`src/rtl/cfs_pkg.sv`:
```
package cfs_pkg;

  localparam int CODE_W   = 4;
  localparam int NUM_CODE = 1 << CODE_W;
  localparam int FLAG_W   = 5;

  // Codes that do not follow the "bit 3 inverts" rule.
  localparam logic [CODE_W-1:0] CODE_ALWAYS = 4'd5;
  localparam logic [CODE_W-1:0] CODE_SAT    = 4'd13;

  typedef struct packed {
    logic sat;
    logic cy;
    logic ov;
    logic s;
    logic z;
  } stat_flags_t;

  // Base predicate for the low three bits of the code.
  function automatic logic base_pred(input logic [2:0] sel, input stat_flags_t f);
    logic lt;
    lt = f.s ^ f.ov;
    case (sel)
      3'd0:    base_pred = f.ov;
      3'd1:    base_pred = f.cy;
      3'd2:    base_pred = f.z;
      3'd3:    base_pred = f.cy | f.z;
      3'd4:    base_pred = f.s;
      3'd5:    base_pred = 1'b1;
      3'd6:    base_pred = lt;
      default: base_pred = lt | f.z;
    endcase
  endfunction

  // Full 16-way predicate for one code.
  function automatic logic code_pred(input logic [CODE_W-1:0] code, input stat_flags_t f);
    if (code == CODE_SAT)
      code_pred = f.sat;
    else
      code_pred = base_pred(code[2:0], f) ^ code[CODE_W-1];
  endfunction

endpackage

```
`src/rtl/cfs_cond_eval.sv`:
```
module cfs_cond_eval
  import cfs_pkg::*;
(
  input  logic              clk,
  input  logic              rst_n,
  input  logic [CODE_W-1:0] code_i,
  input  logic [FLAG_W-1:0] flags_i,
  output logic              hit_o
);

  stat_flags_t          fl;
  logic [NUM_CODE-1:0]  hit_vec;

  assign fl = stat_flags_t'(flags_i);

  // One predicate per code; the code then picks one of them.
  for (genvar gi = 0; gi < NUM_CODE; gi++) begin : g_code
    assign hit_vec[gi] = code_pred(CODE_W'(gi), fl);
  end

  assign hit_o = hit_vec[code_i];

  // complementary codes never agree
  p_complement_r6: assert property (@(posedge clk) disable iff (!rst_n)
    (code_i[2:0] != 3'd5) |-> (hit_vec[code_i] != hit_vec[code_i ^ 4'd8]));

  // code 5 always holds
  p_always_r7: assert property (@(posedge clk) disable iff (!rst_n)
    (code_i == CODE_ALWAYS) |-> hit_o);

endmodule

```
`src/rtl/cfs_result_mux.sv`:
```
module cfs_result_mux #(
  parameter int DATA_W = 32
) (
  input  logic              shift_form_i,
  input  logic              hit_i,
  input  logic [DATA_W-1:0] dest_i,
  output logic [DATA_W-1:0] next_o
);

  logic [DATA_W-1:0] upper;

  // In the set form the upper bits are cleared; in the shift form they
  // take the old value moved up one place.
  always_comb begin
    if (shift_form_i)
      upper = {dest_i[DATA_W-2:0], 1'b0};
    else
      upper = '0;
    next_o = upper | DATA_W'(hit_i);
  end

endmodule

```
`src/rtl/cfs_unit.sv`:
```
module cfs_unit
  import cfs_pkg::*;
#(
  parameter int DATA_W = 32
) (
  input  logic              clk,
  input  logic              rst_n,
  input  logic              issue_i,
  input  logic              shift_form_i,
  input  logic [3:0]        cond_i,
  input  logic [4:0]        flags_i,
  input  logic [DATA_W-1:0] dest_i,
  output logic              res_valid_o,
  output logic [DATA_W-1:0] res_o
);

  logic              cond_hit;
  logic [DATA_W-1:0] next_val;

  cfs_cond_eval u_eval (
    .clk     (clk),
    .rst_n   (rst_n),
    .code_i  (cond_i),
    .flags_i (flags_i),
    .hit_o   (cond_hit)
  );

  cfs_result_mux #(.DATA_W(DATA_W)) u_mux (
    .shift_form_i (shift_form_i),
    .hit_i        (cond_hit),
    .dest_i       (dest_i),
    .next_o       (next_val)
  );

  always_ff @(posedge clk) begin
    if (!rst_n) begin
      res_valid_o <= 1'b0;
      res_o       <= '0;
    end else begin
      res_valid_o <= issue_i;
      if (issue_i) res_o <= next_val;
    end
  end

  // valid follows issue by exactly one clock
  p_latency_r8: assert property (@(posedge clk) disable iff (!rst_n)
    issue_i |=> res_valid_o);
  p_no_spurious_r8: assert property (@(posedge clk) disable iff (!rst_n)
    !issue_i |=> !res_valid_o);

  // idle cycles hold the result
  p_hold_r9: assert property (@(posedge clk) disable iff (!rst_n)
    !issue_i |=> $stable(res_o));

  // set form yields only 0 or 1
  p_set_range_r2: assert property (@(posedge clk) disable iff (!rst_n)
    (issue_i && !shift_form_i) |=> (res_o[DATA_W-1:1] == '0));

  // shift form carries the old low bits up one place
  p_shift_r3: assert property (@(posedge clk) disable iff (!rst_n)
    (issue_i && shift_form_i) |=> (res_o[DATA_W-1:1] == $past(dest_i[DATA_W-2:0])));

  // bit 0 of the result is the condition outcome
  p_bit0_r2: assert property (@(posedge clk) disable iff (!rst_n)
    issue_i |=> (res_o[0] == $past(cond_hit)));

endmodule

```
`config.mk`:
```
export PLATFORM = sky130hd
export DESIGN_NAME = cfs_unit
export DESIGN_NICKNAME = d
export VERILOG_FILES = /design/src/rtl/cfs_pkg.sv /design/src/rtl/cfs_cond_eval.sv /design/src/rtl/cfs_result_mux.sv /design/src/rtl/cfs_unit.sv
export SDC_FILE = /design/constraint.sdc
export NUM_CORES = 1
export LEC_CHECK = 0
export BUFFER_PORTS_ARGS = -buffer_cell sky130_fd_sc_hd__buf_2
export CORE_ASPECT_RATIO = 1.4
export CORE_MARGIN = 2
export CORE_UTILIZATION = 39
export DETAILED_ROUTE_END_ITERATION = 6
export PLACE_DENSITY = 0.75
export RECOVER_POWER = 50
export SYNTH_ARGS = -nofsm -noshare
export SYNTH_HDL_FRONTEND = slang
export SYNTH_SLANG_ARGS = --single-unit
```
`constraint.sdc`:
```
create_clock -name clk -period 1.15 [get_ports clk]
set_clock_uncertainty 0.15 [all_clocks]
set_input_delay 0.23 -clock clk [delete_from_list [all_inputs] [get_ports clk]]
set_output_delay 0.23 -clock clk [all_outputs]
set_load 0.02 [all_outputs]
```
After elaboration in Yosys (flattened, before gate mapping)
Index checks and enable logic that the tools add are counted.

Bits in registers: 33. Bits in latches: 0. RAM bits: 0. Memory bits (read-only): 0. Input bits: 45. Output and inout port bits: 33. Memories: 0.

$add $sub $neg: 0. $mul: 0. Divide/modulo/power cells: 0. $lt $le $gt $ge: 1. Eq/ne operators: 0. Shift-type cells: 0. Muxes and demuxes: 3. Bitwise operators: 11. Reduce and logical (&&, ||, !) cells: 0.

Operator list (count): $mux 32 (1); $or 32x1->32 (1); $not 1->1 (7); $lt 4x5->1 const B (1); $bmux 1 s4 (1); $or 1x1->1 (2); $mux 1 (1); $xor 1x1->1 (1).

Depth between registers and ports, before layout
Depth after elaboration: 6. Mapped depth: 4. Gate-level depth less buffers: 4.

Cells and area by module
From an unflattened synthesis, not the netlist that was laid out.

Cell total of the unflattened synthesis: 151. Area, all modules: 1620.3 µm².

By module, submodules not included: cfs_unit (times used 1, cells each 105, area an instance 1270.0 µm², sequential area each 660.6 µm²); cfs_result_mux (times used 1, cells each 35, area an instance 255.2 µm², sequential area each 0.0 µm²); cfs_cond_eval (times used 1, cells each 11, area an instance 95.1 µm², sequential area each 0.0 µm²).

Least setup slack after synthesis
Ideal clock, no wire load.

Path kind: in2reg. Start: input cond_i[0]. End: register res_o[0]. Arrival time: 0.945 ns. Required time: 0.914 ns. Setup slack: -0.031 ns. Stages: 4. Path buffers: 0. Cells stage by stage: a221o_1 > a21oi_1 > nor2_1 > a221oi_2.

Longest elaborated chain between the ends: 3.

RTL lines: start, declared (line cfs_unit.sv:10) `input logic [3:0] cond_i,`; $bmux 1 s4 (line cfs_cond_eval.sv:21) `assign hit_o = hit_vec[code_i];`; $mux 1 (not written as such) (line cfs_cond_eval.sv:21); $or 32x1->32 (line cfs_result_mux.sv:19) `next_o = upper | DATA_W'(hit_i);`; end signal, assigned (line cfs_unit.sv:41) `if (issue_i) res_o <= next_val;`; end, declared (line cfs_unit.sv:14) `output logic [DATA_W-1:0] res_o`.

Every way passes these cells. The select of a mux whose other input is x is not followed. A chain may end at the register's enable or synchronous reset.

Final worst setup path
Start: register res_o[6]. End: output res_o[6].

No word-level cell between the ends.

==> qor.json <==
{
  "run_status": {"value": "finished clean"},
  "gp_congestion": {"value": 0.737},
  "cts-hold-fix-buffers": {"value": 0},
  "initial_antenna_violation_count": {"value": 0},
  "pin_count_of_the_biggest_net_entering_global_routing": {"value": 18},
  "fp.dieH": {"value": 74.4, "unit": "um"},
  "final_net_count": {"value": 286},
  "port_buffers": {"value": 76},
  "timing_max_transition_violations_final": {"value": 0},
  "timing.critical_path.to_type": {"value": "primary output"},
  "holdCritStartpoint": {"value": "dest_i[4]"},
  "cts_post_setup_buffers_inserted": {"value": 0},
  "detailedRoute.firstIterationViolations": {"value": 11},
  "worst_path_max_delay_cell": {"value": "dfxtp_1"},
  "synth_area": {"value": 1380, "unit": "sq um"},
  "postSynthCellCount": {"value": 155},
  "hold_path.class": {"value": "in2reg"},
  "ant_nets": {"value": 0},
  "critPathTopFamily": {"value": "flip-flops"},
  "diodes": {"value": 0},
  "post_dp_hpwl": {"value": 2530, "unit": "um"},
  "clkTransAtPathRegs": {"value": 0.07, "unit": "ns"},
  "final.setup.tns": {"value": 0, "unit": "ns"},
  "period_needed": {"value": 1.13, "unit": "ns"},
  "areaGrowthSynthToFinish": {"value": 56.9, "unit": "%"},
  "slew-limit-headroom": {"value": 0.632},
  "critical_path.startpoint": {"value": "res_o[6]"},
  "timing.final.hold_violations": {"value": 0},
  "floorplan.rows": {"value": 25},
  "cp_max_fanout": {"value": 2},
  "clock_insertion_delay_worst_skew": {"value": 0.28, "unit": "ns"},
  "leakagePower": {"value": 0.000957, "unit": "uW"},
  "criticalPathCategory": {"value": "reg2out"},
  "vdd_ir_drop_max": {"value": 0.831, "unit": "mV"},
  "maximum_buffer_depth_of_the_clock_tree": {"value": 2},
  "crit_path_start_kind": {"value": "flip-flop"},
  "final_min_period_over_clock_period": {"value": 0.985},
  "routed_via_density": {"value": 4.76},
  "maxCapViolations": {"value": 0},
  "drt_first_pass_iters": {"value": 4},
  "critical_path_arrival": {"value": 0.75, "unit": "ns"},
  "final-setup-viol-count": {"value": 0},
  "synth_async_sr_flop_share": {"value": 0},
  "io-pin-count": {"value": 78},
  "placed_cells_incl_taps": {"value": 274},
  "die_x": {"value": 54.3, "unit": "um"},
  "cts_h_tree_lvls": {"value": 2},
  "groute.usage.overall": {"value": 0.176},
  "fp.coreArea": {"value": 3380, "unit": "sq um"},
  "drcViolationCount": {"value": 0},
  "number_of_warnings_issued_by_yosys": {"value": 0},
  "timing.final.ws_setup": {"value": 0.0177, "unit": "ns"},
  "synth.yosys.seq_area_share": {"value": 0.479},
  "syn_avg_cell_area": {"value": 8.90, "unit": "sq um"},
  "synth_enable_flop_cells": {"value": 0},
  "dp_slack": {"value": -0.191, "unit": "ns"},
  "grt_pass1_vias": {"value": 1269},
  "actual_slew_at_the_worst_max_slew_pin": {"value": 0.552, "unit": "ns"},
  "routed_wl": {"value": 3610, "unit": "um"},
  "series_of_cell_instances_along_the_critical_path": {"value": "buf_6"},
  "regToRegStartpoint": {"value": "res_o[8]"},
  "number_of_vias_in_the_routed_layout": {"value": 1342},
  "crit_path_max_incr_delay": {"value": 0.35, "unit": "ns"},
  "layoutNonFillerInstCount": {"value": 282},
  "path_buf_inv": {"value": 1},
  "cts.root.buffer_cell": {"value": "clkbuf_8"},
  "initial_core_util": {"value": 0.409},
  "wl_per_instance": {"value": 12.8, "unit": "um"},
  "critical_path_required": {"value": 0.77, "unit": "ns"},
  "numClockSinks": {"value": 33},
  "tritoncts_clock_tree": {"value": "done"},
  "layout-drive-gt1-share": {"value": 0.504},
  "fmax": {"value": 0.883, "unit": "GHz"},
  "grt_overflow_total": {"value": 0},
  "pwr_density_cell": {"value": 1200, "unit": "nW/um^2"},
  "syn_nets": {"value": 200},
  "synth_cell_types": {"value": 19},
  "fp.dieArea": {"value": 4040, "unit": "sq um"},
  "yosys_register_bits": {"value": 33},
  "grt_pass1_wl": {"value": 5090, "unit": "um"},
  "commonest_register_cell_after_synthesis": {"value": "dfxtp_1"},
  "tritoncts.num_buffers": {"value": 5}
}
-- where the power goes --
part	switching, uW	leakage [uW]	internal, uW
registers	26.9	0.000280	1200
clock network	406	0.0000542	540
logic	206	0.000623	232
-- cell usage after synthesis, drive strengths merged, types with 2 or more instances --
cell    number  share of area
dfxtp       33           0.48
o21ai        2         0.0073
nor2         2         0.0054
a21oi       31           0.11
buf          3          0.016
nor2b       61           0.28
nand2        4          0.011
clkbuf       6          0.016
xor2         2          0.013
and2         2         0.0091
-- routing by layer --
layer | track usage | routed length, um
met1 | 0.164 | 1360
met2 | 0.336 | 1970
met3 | 0.0261 | 178
met4 | 0.111 | 110
met5 | 0 | 0
-- flip-flops by register name, indices dropped and copies added (netlist names) --
name	flops
res_o	32
res_valid_o	1
-- kinds of logic (layout without fill, tap and decap cells) --
logic type | count (synthesis) | count (layout) | synth area share
AND/OR/NAND/NOR | 72 | 72 | 0.317
AO/OA/AOI/OAI | 38 | 38 | 0.156
flip-flops | 33 | 33 | 0.479
buffers and inverters | 10 | 97 | 0.0354
XOR/XNOR | 2 | 2 | 0.0127
-- final cells by class --
type                    instances  area, sq um
clock inverters                 1         5.00
multi-input cells             112          674
flip-flops and latches         33          691
inverters                       1         3.75
repair buffers                 88          646
fillers                       304         1210
clock buffers                   7         96.3
well taps                      40         50.0
-- cells in the final DEF, fill, tap and decap left out --
master     instances
a21boi_1           1
a21oi_1           30
a21oi_2            1
a221o_1            1
a221oi_2           1
a31o_2             1
and2_0             1
and2_1             1
and2b_4            1
buf_12             1
buf_2             42
buf_4             17
buf_6             24
clkbuf_1           2
clkbuf_2           2
clkbuf_8           7
clkinv_2           1
dfxtp_1            9
dfxtp_2           24
inv_1              1
nand2_1            4
nand2b_1           1
nand3_1            1
nor2_1             2
nor2b_1           61
o2111ai_1          1
o21ai_0            2
xor2_1             2
-- stage by stage --
step	cell area (sq um)	hold slack [ns]	utilization	power [uW]
after floorplan	1380	0.208	-	1440
after global placement	1870	0.304	0.554	1620
after detailed placement	1870	0.315	0.554	1630
after CTS	2060	0.0337	0.610	2610
after global routing	2170	0.0509	0.641	2730
final	2170	0.0406	0.641	2610
-- what timing repair did --
action                                  4_1_cts  5_1_grt
endpoints found under the hold margin         0        0
endpoints found under the setup margin       27       28
resized for setup                            36       45
-- worst paths after layout --
| path | to | cells past startpoint | slack [ns] |
|---|---|---|---|
| setup / recovery | res_o[6] | 1 | 0.02 |
| setup reg to reg | res_o[8] | 3 | 0.24 |
| hold reg to reg | res_o[24] | 2 | 0.33 |
| hold / removal | res_o[5] | 3 | 0.04 |
Power figures use the tool's default switching activity.
